==> src/rtl/flush_pkg.sv <==
// Shared types for the cache flush sequencer.
// Assumes nothing beyond IEEE 1800-2017 enum support.
package flush_pkg;

    // Which request started the flush under way.
    typedef enum logic [1:0] {
        SRC_NONE    = 2'd0,
        SRC_PIN     = 2'd1,
        SRC_WBINV   = 2'd2,
        SRC_INVONLY = 2'd3
    } flush_src_e;

    // Sequencer phases.
    typedef enum logic [2:0] {
        ST_IDLE  = 3'd0,
        ST_SCAN  = 3'd1,
        ST_WB    = 3'd2,
        ST_INVAL = 3'd3,
        ST_FACK  = 3'd4
    } flush_state_e;

    // True when the source copies dirty lines back before invalidation.
    function automatic logic src_copies_back(flush_src_e s);
        return (s == SRC_PIN) || (s == SRC_WBINV);
    endfunction

    // True when the source ends with the acknowledge special cycle.
    function automatic logic src_needs_ack(flush_src_e s);
        return (s == SRC_PIN);
    endfunction

endpackage

==> src/rtl/flush_arb.sv <==
// Request arbiter: picks one flush source per cycle by fixed priority
// (external pin, then copy-back command, then invalidate-only) and
// only while the sequencer is idle.
// Assumes requests that lose arbitration or arrive while busy are dropped.
module flush_arb
    import flush_pkg::*;
(
    input  logic       clk,
    input  logic       rst_n,
    input  logic       flush_pin,
    input  logic       cmd_wbinv,
    input  logic       cmd_inv,
    input  logic       busy,
    output logic       accept,
    output flush_src_e src
);

    // Fixed-priority selection of the winning source.
    always_comb begin
        if (flush_pin)      src = SRC_PIN;
        else if (cmd_wbinv) src = SRC_WBINV;
        else if (cmd_inv)   src = SRC_INVONLY;
        else                src = SRC_NONE;
    end

    // Accept only a real request and only while idle.
    assign accept = (src != SRC_NONE) && !busy;

    // a pin request that is accepted is always taken as a pin flush.
    a_r9_pin_first: assert property (@(posedge clk) disable iff (!rst_n)
        (accept && flush_pin) |-> (src == SRC_PIN));

    // the copy-back command beats invalidate-only.
    a_r9_wbinv_over_inv: assert property (@(posedge clk) disable iff (!rst_n)
        (accept && !flush_pin && cmd_wbinv) |-> (src == SRC_WBINV));

endmodule

==> src/rtl/flush_scan.sv <==
// Line index walker: holds the index of the line under examination,
// clears to 0 at the start of a flush and steps by one on request.
// Assumes LINES is a power of two so the index wraps cleanly.
module flush_scan #(
    parameter int LINES = 32,
    localparam int IDX_W = (LINES > 1) ? $clog2(LINES) : 1
) (
    input  logic             clk,
    input  logic             rst_n,
    input  logic             clear,
    input  logic             advance,
    output logic [IDX_W-1:0] idx,
    output logic             at_last
);

    localparam logic [IDX_W-1:0] LAST_IDX = IDX_W'(LINES - 1);

    logic [IDX_W-1:0] idx_q;

    // Index register: reset, restart or single step.
    always_ff @(posedge clk) begin
        if (!rst_n)       idx_q <= '0;
        else if (clear)   idx_q <= '0;
        else if (advance) idx_q <= idx_q + 1'b1;
    end

    assign idx     = idx_q;
    assign at_last = (idx_q == LAST_IDX);

    // a step moves the index by exactly one line.
    a_r3_step_by_one: assert property (@(posedge clk) disable iff (!rst_n)
        (advance && !clear) |=> (idx == $past(idx) + 1'b1));

    // the walk never steps past the last line.
    a_r3_no_wrap: assert property (@(posedge clk) disable iff (!rst_n)
        advance |-> !at_last);

endmodule

==> src/rtl/flush_wb_port.sv <==
// Writeback port: captures the line address when a writeback is
// launched and holds request and address until the bus reports done.
// Assumes done is a one-cycle pulse that comes only while the request is up.
module flush_wb_port #(
    parameter int ADDR_W = 32
) (
    input  logic              clk,
    input  logic              rst_n,
    input  logic              launch,
    input  logic [ADDR_W-1:0] addr_in,
    input  logic              done,
    output logic              req,
    output logic [ADDR_W-1:0] addr
);

    logic              req_q;
    logic [ADDR_W-1:0] addr_q;

    // Request flag: set on launch, cleared by the completion pulse.
    always_ff @(posedge clk) begin
        if (!rst_n)      req_q <= 1'b0;
        else if (launch) req_q <= 1'b1;
        else if (done)   req_q <= 1'b0;
    end

    // Address holding register, loaded only at launch.
    always_ff @(posedge clk) begin
        if (!rst_n)      addr_q <= '0;
        else if (launch) addr_q <= addr_in;
    end

    assign req  = req_q;
    assign addr = addr_q;

    // an open request keeps its address until completion.
    a_r4_addr_held: assert property (@(posedge clk) disable iff (!rst_n)
        (req && !done) |=> (req && $stable(addr)));

    // no new launch while a request is still open.
    a_r4_no_relaunch: assert property (@(posedge clk) disable iff (!rst_n)
        (req && !done) |-> !launch);

endmodule

==> src/rtl/flush_ctrl.sv <==
// Flush phase controller: remembers the flush source, walks the lines
// (copy-back kinds only), issues writebacks for modified lines, pulses
// the invalidation and runs the acknowledge cycle for pin flushes.
// Assumes the cache returns the state of line idx in the same cycle.
module flush_ctrl
    import flush_pkg::*;
(
    input  logic       clk,
    input  logic       rst_n,
    input  logic       accept,
    input  flush_src_e src,
    input  logic       line_dirty,
    input  logic       at_last,
    input  logic       wb_done,
    input  logic       fack_done,
    output logic       scan_clear,
    output logic       scan_advance,
    output logic       wb_launch,
    output logic       inval,
    output logic       fack_req,
    output logic       busy
);

    flush_state_e state_q, state_d;
    flush_src_e   mode_q;

    // Next-phase and step decisions.
    always_comb begin
        state_d      = state_q;
        scan_clear   = 1'b0;
        scan_advance = 1'b0;
        wb_launch    = 1'b0;
        unique case (state_q)
            ST_IDLE: begin
                if (accept) begin
                    scan_clear = 1'b1;
                    state_d    = src_copies_back(src) ? ST_SCAN : ST_INVAL;
                end
            end
            ST_SCAN: begin
                if (line_dirty) begin
                    wb_launch = 1'b1;
                    state_d   = ST_WB;
                end else if (at_last) begin
                    state_d = ST_INVAL;
                end else begin
                    scan_advance = 1'b1;
                end
            end
            ST_WB: begin
                if (wb_done) begin
                    if (at_last) begin
                        state_d = ST_INVAL;
                    end else begin
                        scan_advance = 1'b1;
                        state_d      = ST_SCAN;
                    end
                end
            end
            ST_INVAL: begin
                state_d = src_needs_ack(mode_q) ? ST_FACK : ST_IDLE;
            end
            ST_FACK: begin
                if (fack_done) state_d = ST_IDLE;
            end
            default: state_d = ST_IDLE;
        endcase
    end

    // Phase register.
    always_ff @(posedge clk) begin
        if (!rst_n) state_q <= ST_IDLE;
        else        state_q <= state_d;
    end

    // Source register, loaded only when a flush is accepted.
    always_ff @(posedge clk) begin
        if (!rst_n)                          mode_q <= SRC_NONE;
        else if (accept && state_q == ST_IDLE) mode_q <= src;
    end

    assign inval    = (state_q == ST_INVAL);
    assign fack_req = (state_q == ST_FACK);
    assign busy     = (state_q != ST_IDLE);

    // an accepted request makes busy high on the next cycle.
    a_r2_busy_after_accept: assert property (@(posedge clk) disable iff (!rst_n)
        (accept && !busy) |=> busy);

    // the invalidation pulse lasts one cycle.
    a_r5_inval_single: assert property (@(posedge clk) disable iff (!rst_n)
        inval |=> !inval);

    // an invalidate-only flush never launches a writeback.
    a_r6_no_wb_for_inv: assert property (@(posedge clk) disable iff (!rst_n)
        (busy && mode_q == SRC_INVONLY) |-> !wb_launch);

    // the acknowledge cycle belongs to pin flushes only.
    a_r7_ack_pin_only: assert property (@(posedge clk) disable iff (!rst_n)
        fack_req |-> (mode_q == SRC_PIN));

    // the acknowledge cycle starts right after the invalidation pulse.
    a_r7_ack_follows_inval: assert property (@(posedge clk) disable iff (!rst_n)
        $rose(fack_req) |-> $past(inval));

    // the source of a running flush cannot be replaced.
    a_r8_mode_held: assert property (@(posedge clk) disable iff (!rst_n)
        (busy && state_d != ST_IDLE) |=> $stable(mode_q));

endmodule

==> src/rtl/flush_seq.sv <==
// Cache flush sequencer top: joins the arbiter, the line walker, the
// writeback port and the phase controller, and forms the writeback
// address from the returned tag and the set part of the line index.
// Assumes SETS, WAYS and LINE_BYTES are powers of two and that the
// line index encodes way*SETS+set.
module flush_seq #(
    parameter int ADDR_W     = 32,
    parameter int SETS       = 16,
    parameter int WAYS       = 2,
    parameter int LINE_BYTES = 32,
    localparam int LINES     = SETS * WAYS,
    localparam int IDX_W     = (LINES > 1) ? $clog2(LINES) : 1,
    localparam int SET_W     = (SETS > 1) ? $clog2(SETS) : 1,
    localparam int OFF_W     = $clog2(LINE_BYTES),
    localparam int TAG_W     = ADDR_W - SET_W - OFF_W
) (
    input  logic              clk,
    input  logic              rst_n,
    input  logic              flush_pin,
    input  logic              cmd_wbinv,
    input  logic              cmd_inv,
    output logic [IDX_W-1:0]  line_idx,
    input  logic              line_dirty,
    input  logic [TAG_W-1:0]  line_tag,
    output logic              wb_req,
    output logic [ADDR_W-1:0] wb_addr,
    input  logic              wb_done,
    output logic              inv_icache,
    output logic              inv_dcache,
    output logic              fack_req,
    input  logic              fack_done,
    output logic              busy
);
    import flush_pkg::*;

    logic              accept;
    flush_src_e        src;
    logic              scan_clear;
    logic              scan_advance;
    logic              at_last;
    logic              wb_launch;
    logic              inval;
    logic [ADDR_W-1:0] line_addr;
    logic [SET_W-1:0]  set_part;

    flush_arb u_arb (
        .clk       (clk),
        .rst_n     (rst_n),
        .flush_pin (flush_pin),
        .cmd_wbinv (cmd_wbinv),
        .cmd_inv   (cmd_inv),
        .busy      (busy),
        .accept    (accept),
        .src       (src)
    );

    flush_scan #(
        .LINES (LINES)
    ) u_scan (
        .clk     (clk),
        .rst_n   (rst_n),
        .clear   (scan_clear),
        .advance (scan_advance),
        .idx     (line_idx),
        .at_last (at_last)
    );

    // Set part of the index: the low bits, or a single zero set.
    generate
        if (SETS > 1) begin : g_multi_set
            assign set_part = line_idx[SET_W-1:0];
        end else begin : g_one_set
            assign set_part = '0;
        end
    endgenerate

    // Line-aligned address of the line under examination.
    assign line_addr = {line_tag, set_part, {OFF_W{1'b0}}};

    flush_wb_port #(
        .ADDR_W (ADDR_W)
    ) u_wb (
        .clk     (clk),
        .rst_n   (rst_n),
        .launch  (wb_launch),
        .addr_in (line_addr),
        .done    (wb_done),
        .req     (wb_req),
        .addr    (wb_addr)
    );

    flush_ctrl u_ctrl (
        .clk          (clk),
        .rst_n        (rst_n),
        .accept       (accept),
        .src          (src),
        .line_dirty   (line_dirty),
        .at_last      (at_last),
        .wb_done      (wb_done),
        .fack_done    (fack_done),
        .scan_clear   (scan_clear),
        .scan_advance (scan_advance),
        .wb_launch    (wb_launch),
        .inval        (inval),
        .fack_req     (fack_req),
        .busy         (busy)
    );

    assign inv_icache = inval;
    assign inv_dcache = inval;

    // invalidation never overlaps an open writeback.
    a_r5_inval_after_wb: assert property (@(posedge clk) disable iff (!rst_n)
        inv_dcache |-> !wb_req);

    // the walk holds its line while a writeback is open.
    a_r4_idx_held: assert property (@(posedge clk) disable iff (!rst_n)
        (wb_req && !wb_done) |=> $stable(line_idx));

    // outside a flush no cache-side action is requested.
    a_r2_quiet_when_idle: assert property (@(posedge clk) disable iff (!rst_n)
        !busy |-> (!wb_req && !inv_icache && !fack_req));

endmodule

==> config.mk <==
export PLATFORM = sky130hd
export DESIGN_NAME = flush_seq
export DESIGN_NICKNAME = d
export VERILOG_FILES = /design/src/rtl/flush_pkg.sv /design/src/rtl/flush_arb.sv /design/src/rtl/flush_scan.sv /design/src/rtl/flush_wb_port.sv /design/src/rtl/flush_ctrl.sv /design/src/rtl/flush_seq.sv
export SDC_FILE = /design/constraint.sdc
export NUM_CORES = 1
export LEC_CHECK = 0
export ABC_AREA = 0
export ABC_CLOCK_PERIOD_IN_PS = 3700
export BUFFER_PORTS_ARGS = -buffer_cell sky130_fd_sc_hd__buf_2
export CORE_MARGIN = 1
export CORE_UTILIZATION = 35
export CTS_BUF_LIST = sky130_fd_sc_hd__clkbuf_4
export DETAILED_ROUTE_END_ITERATION = 8
export HOLD_SLACK_MARGIN = 0.1
export PLACE_DENSITY = 0.68
export SLEW_MARGIN = 20
export SYNTH_ARGS = -nofsm -noshare
export SYNTH_HDL_FRONTEND = slang
export SYNTH_HIERARCHICAL = 1
export SYNTH_SLANG_ARGS = --single-unit
==> constraint.sdc <==
create_clock -name clk -period 3.7 [get_ports clk]
set_input_delay 0.555 -clock clk [delete_from_list [all_inputs] [get_ports clk]]
set_output_delay 0.555 -clock clk [all_outputs]
set_load 0.02 [all_outputs]
### After elaboration in Yosys (flattened, before gate mapping)

Index checks and enable logic that the tools add are counted.

| cells by class | value |
|---|---|
| bitwise operators | 1 |
| add/subtract/negate cells | 1 |
| mux-type cells | 22 |
| reductions and logical operators | 10 |
| eq/ne operators | 12 |

Operators with widths:

| operator | count |
|---|---|
| $mux 3 | 6 |
| $pmux 3 s5 | 1 |
| $mux 2 | 5 |
| $mux 1 | 9 |
| $eq 3x2->1 const B | 2 |
| $add 5x1->5 const B | 1 |
| $eq 5x5->1 const B | 1 |
| $eq 2x1->1 const B | 2 |
| $ne 2x1->1 const B | 2 |
| $reduce_and 4->1 | 1 |
| $reduce_bool 2->1 | 2 |
| $eq 3x1->1 const B | 1 |
| $eq 3x3->1 const B | 1 |
| $logic_not 3->1 | 1 |
| $ne 3x3->1 const B | 1 |
| $reduce_bool 3->1 | 1 |
| $eq 2x2->1 const B | 1 |
| $logic_and 1x1->1 | 2 |
| $ne 2x2->1 const B | 1 |
| $pmux 1 s2 | 1 |
| $reduce_or 2->1 | 1 |
| $logic_not 1->1 | 1 |
| $logic_or 1x1->1 | 1 |
| $not 1->1 | 1 |

| word-level totals | value |
|---|---|
| logic and storage cells | 51 |
| flip-flop bits (word level) | 38 |
| output and inout bits | 42 |

### Longest topological paths before layout

| logic depth | value |
|---|---|
| word-level depth | 8 |
| depth in mapped cells | 7 |

### Hierarchy

Netlist, hierarchy kept.

By module, submodules not included:

| module | cells each | area an instance (um^2) | times used |
|---|---|---|---|
| flush_wb_port | 106 | 1277.5 | 1 |
| flush_ctrl | 36 | 327.8 | 1 |
| flush_scan | 23 | 240.2 | 1 |
| flush_arb | 6 | 27.5 | 1 |
| flush_seq | 2 | 11.3 | 1 |

### Worst setup path before layout

No wires, ideal clock.

| path | value |
|---|---|
| kind | register to register |
| start point | register u_ctrl.state_q[0] |
| end point | register u_scan.idx_q[0] (netlist: u_scan/idx[0]) |
| buffers on the path | 1 |
| clock period less this slack | 1788 ps |
| slack | 1912 ps |
| setup time | 115 ps |
| required time | 3585 ps |
| cell stages (with the launch flop) | 7 |
| arrival | 1673 ps |
| cells stage by stage | dfxtp_1 -> buf_6 -> or3_2 -> nor2_1 -> nor4b_4 -> or2b_1 -> nor2_1 |

| on the way | value |
|---|---|
| longest elaborated chain between the ends | 6 |
| elaborated cells on any way between the ends | 10 |
| those cells by class | eq/ne: 2; mux: 3; reduce/logical: 5 |

RTL lines:

| what | RTL line | text |
|---|---|---|
| start: declaration | flush_ctrl.sv:24 | `flush_state_e state_q, state_d;` |
| start signal: assignment | flush_ctrl.sv:73 | `else state_q <= state_d;` |
| $reduce_bool 3->1 | flush_ctrl.sv:84 | `assign busy = (state_q != ST_IDLE);` |
| named net busy | flush_seq.sv:32 | `output logic busy` |
| $logic_not 1->1 | flush_arb.sv:27 | `assign accept = (src != SRC_NONE) && !busy;` |
| $logic_and 1x1->1 | flush_arb.sv:27 |  |
| named net accept | flush_seq.sv:36 | `logic accept;` |
| $mux 1 | flush_ctrl.sv:35 | `if (accept) begin` |
| $mux 1 | flush_ctrl.sv:33 | `unique case (state_q)` |
| named net scan_clear | flush_seq.sv:38 | `logic scan_clear;` |
| $reduce_or 2->1 (no source line) | - |  |
| end signal: assignment | flush_scan.sv:24 | `else if (advance) idx_q <= idx_q + 1'b1;` |
| end: declaration | flush_scan.sv:18 | `logic [IDX_W-1:0] idx_q;` |

The timed path passes the listed nets, and every way through them passes these cells.
A chain may end at the register's enable or synchronous reset.

### Final worst setup path

| path | value |
|---|---|
| start point | register u_ctrl.state_q[2] |
| end point | output busy |

| on the way | value |
|---|---|
| longest elaborated chain between the ends | 1 |

RTL lines:

| what | RTL line |
|---|---|
| $reduce_bool 3->1 | flush_ctrl.sv:84 |
| end: declaration | flush_seq.sv:32 |

No other way between the ends.

==> results.tsv <==
metric	value	unit
number of enable flip-flop cells after synthesis	0	
die area	5680	um2
routed length on met3	229	um
number of buffers created by CTS	5	
setup slack of the most critical reg-to-reg path	1.78	ns
final total negative setup slack	0	ns
total number of yosys warnings	6	
share of flip-flops with an asynchronous set or reset	0	
total wire length after detailed routing	3.47	mm
slowest stage cell, crit path	sky130_fd_sc_hd__or3_2	
most common cell after layout, fill and taps aside	sky130_fd_sc_hd__buf_2	
total global routing track utilization	0.124	
maxcap violations	0	
number of antenna violations at the first check in global routing	0	
number of standard cells after synthesis	173	
Core ar.	5140	um2
# port buffers	72	
hold bufs inserted after CTS	0	
Sequential Power Share	0.464	
routed length per placed instance	10.9	um
slew at the pin closest to its max-slew limit	0.581	ns
share of final-layout standard cells stronger than drive strength 1	0.359	
commonest non-fill, non-tap cells in the layout	sky130_fd_sc_hd__buf_2, sky130_fd_sc_hd__dfxtp_1, sky130_fd_sc_hd__mux2i_1	
count of filler cells inserted in the layout	536	
DP HPWL	2.49	mm
class of the most critical hold timing path	in2reg	
global-route wire length before repair	5.24	mm
cell area after technology mapping	1880	um2
endpoint of the worst hold-timing path	u_wb/addr[25]	
gp weighted congestion	0.770	
switching share of power	0.360	
hold path startpoint	line_tag[16]	
cell-internal power	0.821	mW
count of pins over their slew limit	0	
antenna diode count	0	
final hold vios	0	
highest routing layer actually used	met4	
Chip Height	75.4	um
Starting Density	0.367	
Placement Rows	26	
worst setup path class	reg2out	
biggest area consumer among synthesized cells	sky130_fd_sc_hd__dfxtp_1	
final setup skew	0.00462	ns
share of synthesized area spent on multiplexers	0.191	
switching power total	0.463	mW
Max IR drop VDD	0.243	mV
post-synthesis compound-gate area fraction	0.0465	
hold depth	3	
number of design rule violations left after detail routing	0	
number of iterations in the first detailed-routing pass	4	
Max Freq	492	MHz
part of the cycle the worst path needs	0.549	
Worst-path clk slew	0.12	ns
number of distinct standard cells referenced by the synthesized netlist	36	
post-route non-filler standard cell count	318	
area share of the largest cell type after synthesis	0.457	
most instantiated flip-flop cell in the synthesis netlist	sky130_fd_sc_hd__dfxtp_1	
number of endpoints failing setup at the final stage	0	
combinational power share	0.359	
Worst EP required	3.14	ns
startpoint kind of the worst setup timing path	flop	
drt via density	4.41	
Post-Synth XOR/XNOR Area	0.00930	
power per unit of standard cell area	556	nW/um2
net count of the finished layout	280	
Critical Path, Cell by Cell	or3_2 -> buf_2	
vias in the first global route	1175	
clock tree from TritonCTS	yes	
main combinational cell family by area after synthesis	simple AND/OR/NAND/NOR gates	
status	finished clean	
Synth Register Bits	43	
top cells by area in the synthesized netlist	sky130_fd_sc_hd__dfxtp_1, sky130_fd_sc_hd__mux2i_1, sky130_fd_sc_hd__nor2b_1, sky130_fd_sc_hd__buf_12, sky130_fd_sc_hd__buf_6	
data arrival at the endpoint of the critical path	1.48	ns
signed area change from the synthesized netlist to the final layout	22.4	%
metal1 wirelength	1.57	mm
placed instance count	310	
adder-cell share of the synthesized area	0.0133	
Final Util	0.449	
Post-Synthesis Mean Instance Area	10.9	um2
remaining antenna violation count after routing	0	
delay contributed by the slowest stage of the critical path	0.52	ns
maximum fanout along the worst path	8	
Post-Synth Simple-Gate Area	0.216	
R2R cell count	5	
x dimension of the die	75.4	um
sequential-to-total area share from yosys stat	0.457	
library cell used as clock root buffer	sky130_fd_sc_hd__clkbuf_4	
clock network fraction of total power	0.178	
maximum number of pins on one net before global-route repair	43	
H-Tree Level Count	2	
global route overflow	0	
minimum period implied by the final worst setup slack	2.03	ns
Iter 0 DRT Violations	23	
unrepaired setup endpoints after global routing	false	
via count	1403	
met2 WL post-DR	1.62	mm
I/O Pins	73	
number of clock sinks	43	
buffer count from post-CTS setup fixing	0	
destination of the worst register-to-register timing path	u_scan/idx[1]	
tightest slew margin relative to the limit	0.613	
element type at the critical path end	output pin	
later-pin clock latency in the skew report	0.34	ns
final worst hold slack	0.462	ns
cells resized by post-CTS repair	0	
maximum clock insertion buffer count	2	
beginning of the worst register-to-register path	u_ctrl/state_q[2]	
Pleak	1.02	nW
overall power	1.28	mW
worst max-delay path by stage:
stage,startpoint,endpoint,slack (ns),depth (start not counted)
6_report,u_ctrl/state_q[2],busy,1.67,2
5_1_grt,u_ctrl/state_q[1],inv_dcache,1.60,3
4_1_cts,u_ctrl/state_q[2],busy,1.64,2
3_5_place_dp,line_dirty,u_scan/idx[3],1.69,6
3_3_place_gp,line_dirty,u_scan/idx[3],1.75,6
2_1_floorplan,u_ctrl/state_q[0],u_scan/idx[0],1.91,6
power groups by stage:
stage | registers [mW] | clock network (mW) | logic, mW
4_1_cts | 0.596 | 0.246 | 0.467
5_1_grt | 0.606 | 0.257 | 0.504
3_5_place_dp | 0.605 | 0 | 0.468
2_1_floorplan | 0.631 | 0 | 0.376
6_report | 0.595 | 0.228 | 0.460
3_3_place_gp | 0.602 | 0 | 0.461
flip-flops by register name, indices dropped and copies added, names as in the netlist:
name and flops:
u_wb/addr 32, u_scan/idx 5, u_ctrl/state_q 3, u_ctrl/mode_q 2
u_wb/req 1
cells in the mapped netlist (2+ instances only):
library cell,instances
sky130_fd_sc_hd__buf_12,3
sky130_fd_sc_hd__nand2_1,5
sky130_fd_sc_hd__o21ai_0,3
sky130_fd_sc_hd__clkbuf_1,3
sky130_fd_sc_hd__a211oi_1,2
sky130_fd_sc_hd__ha_1,2
sky130_fd_sc_hd__mux2i_1,36
sky130_fd_sc_hd__nor3_1,2
sky130_fd_sc_hd__nor2_1,7
sky130_fd_sc_hd__dfxtp_1,43
sky130_fd_sc_hd__nor2b_1,34
sky130_fd_sc_hd__o21a_1,3
sky130_fd_sc_hd__buf_6,3
sky130_fd_sc_hd__nand3_1,2
sky130_fd_sc_hd__or3b_1,2
sky130_fd_sc_hd__nand3b_1,2
sky130_fd_sc_hd__xnor2_1,2
stage by stage:
stage / cell area, um2 / worst slack [ns]
6_report: 2310 / 1.67
5_1_grt: 2310 / 1.60
4_1_cts: 2310 / 1.64
3_5_place_dp: 2250 / 1.69
3_3_place_gp: 2250 / 1.75
2_1_floorplan: 1900 / 1.91
final cells by class:
| cell class | instances | area (um2) | share of cell area |
|---|---|---|---|
| Multi-Input combinational cell | 122 | 922 | 0.400 |
| Tap cell | 70 | 87.6 | 0.0380 |
| Sequential cell | 43 | 861 | 0.373 |
| Timing Repair Buffer | 74 | 375 | 0.163 |
| Clock inverter | 2 | 12.5 | 0.00542 |
| Clock buffer | 6 | 45.0 | 0.0195 |
| Inverter | 1 | 3.75 | 0.00163 |
worst max-delay path: cells and delay by family, from the launching register on:
| kind | cells | cell delay, ns |
|---|---|---|
| and+or+nand+nor | 1 | 0.52 |
| DFF | 1 | 0.44 |
| buffers and inverters | 1 | 0.18 |
metal layers:
| layer | GRT usage | up-vias |
|---|---|---|
| met4 | 0.0494 | 0 |
| met5 | 0 | - |
| met3 | 0.0463 | 7 |
| li1 | - | 725 |
| met2 | 0.207 | 46 |
| met1 | 0.144 | 625 |
cells by family after synthesis:
kind of cell    after synthesis
flops                        43
fa+ha+maj                     2
other cells                   1
compound gates               13
mux                          36
simple gates                 64
xor+xnor                      2
buf+inv                      12
(Power assumes the default switching activity.)
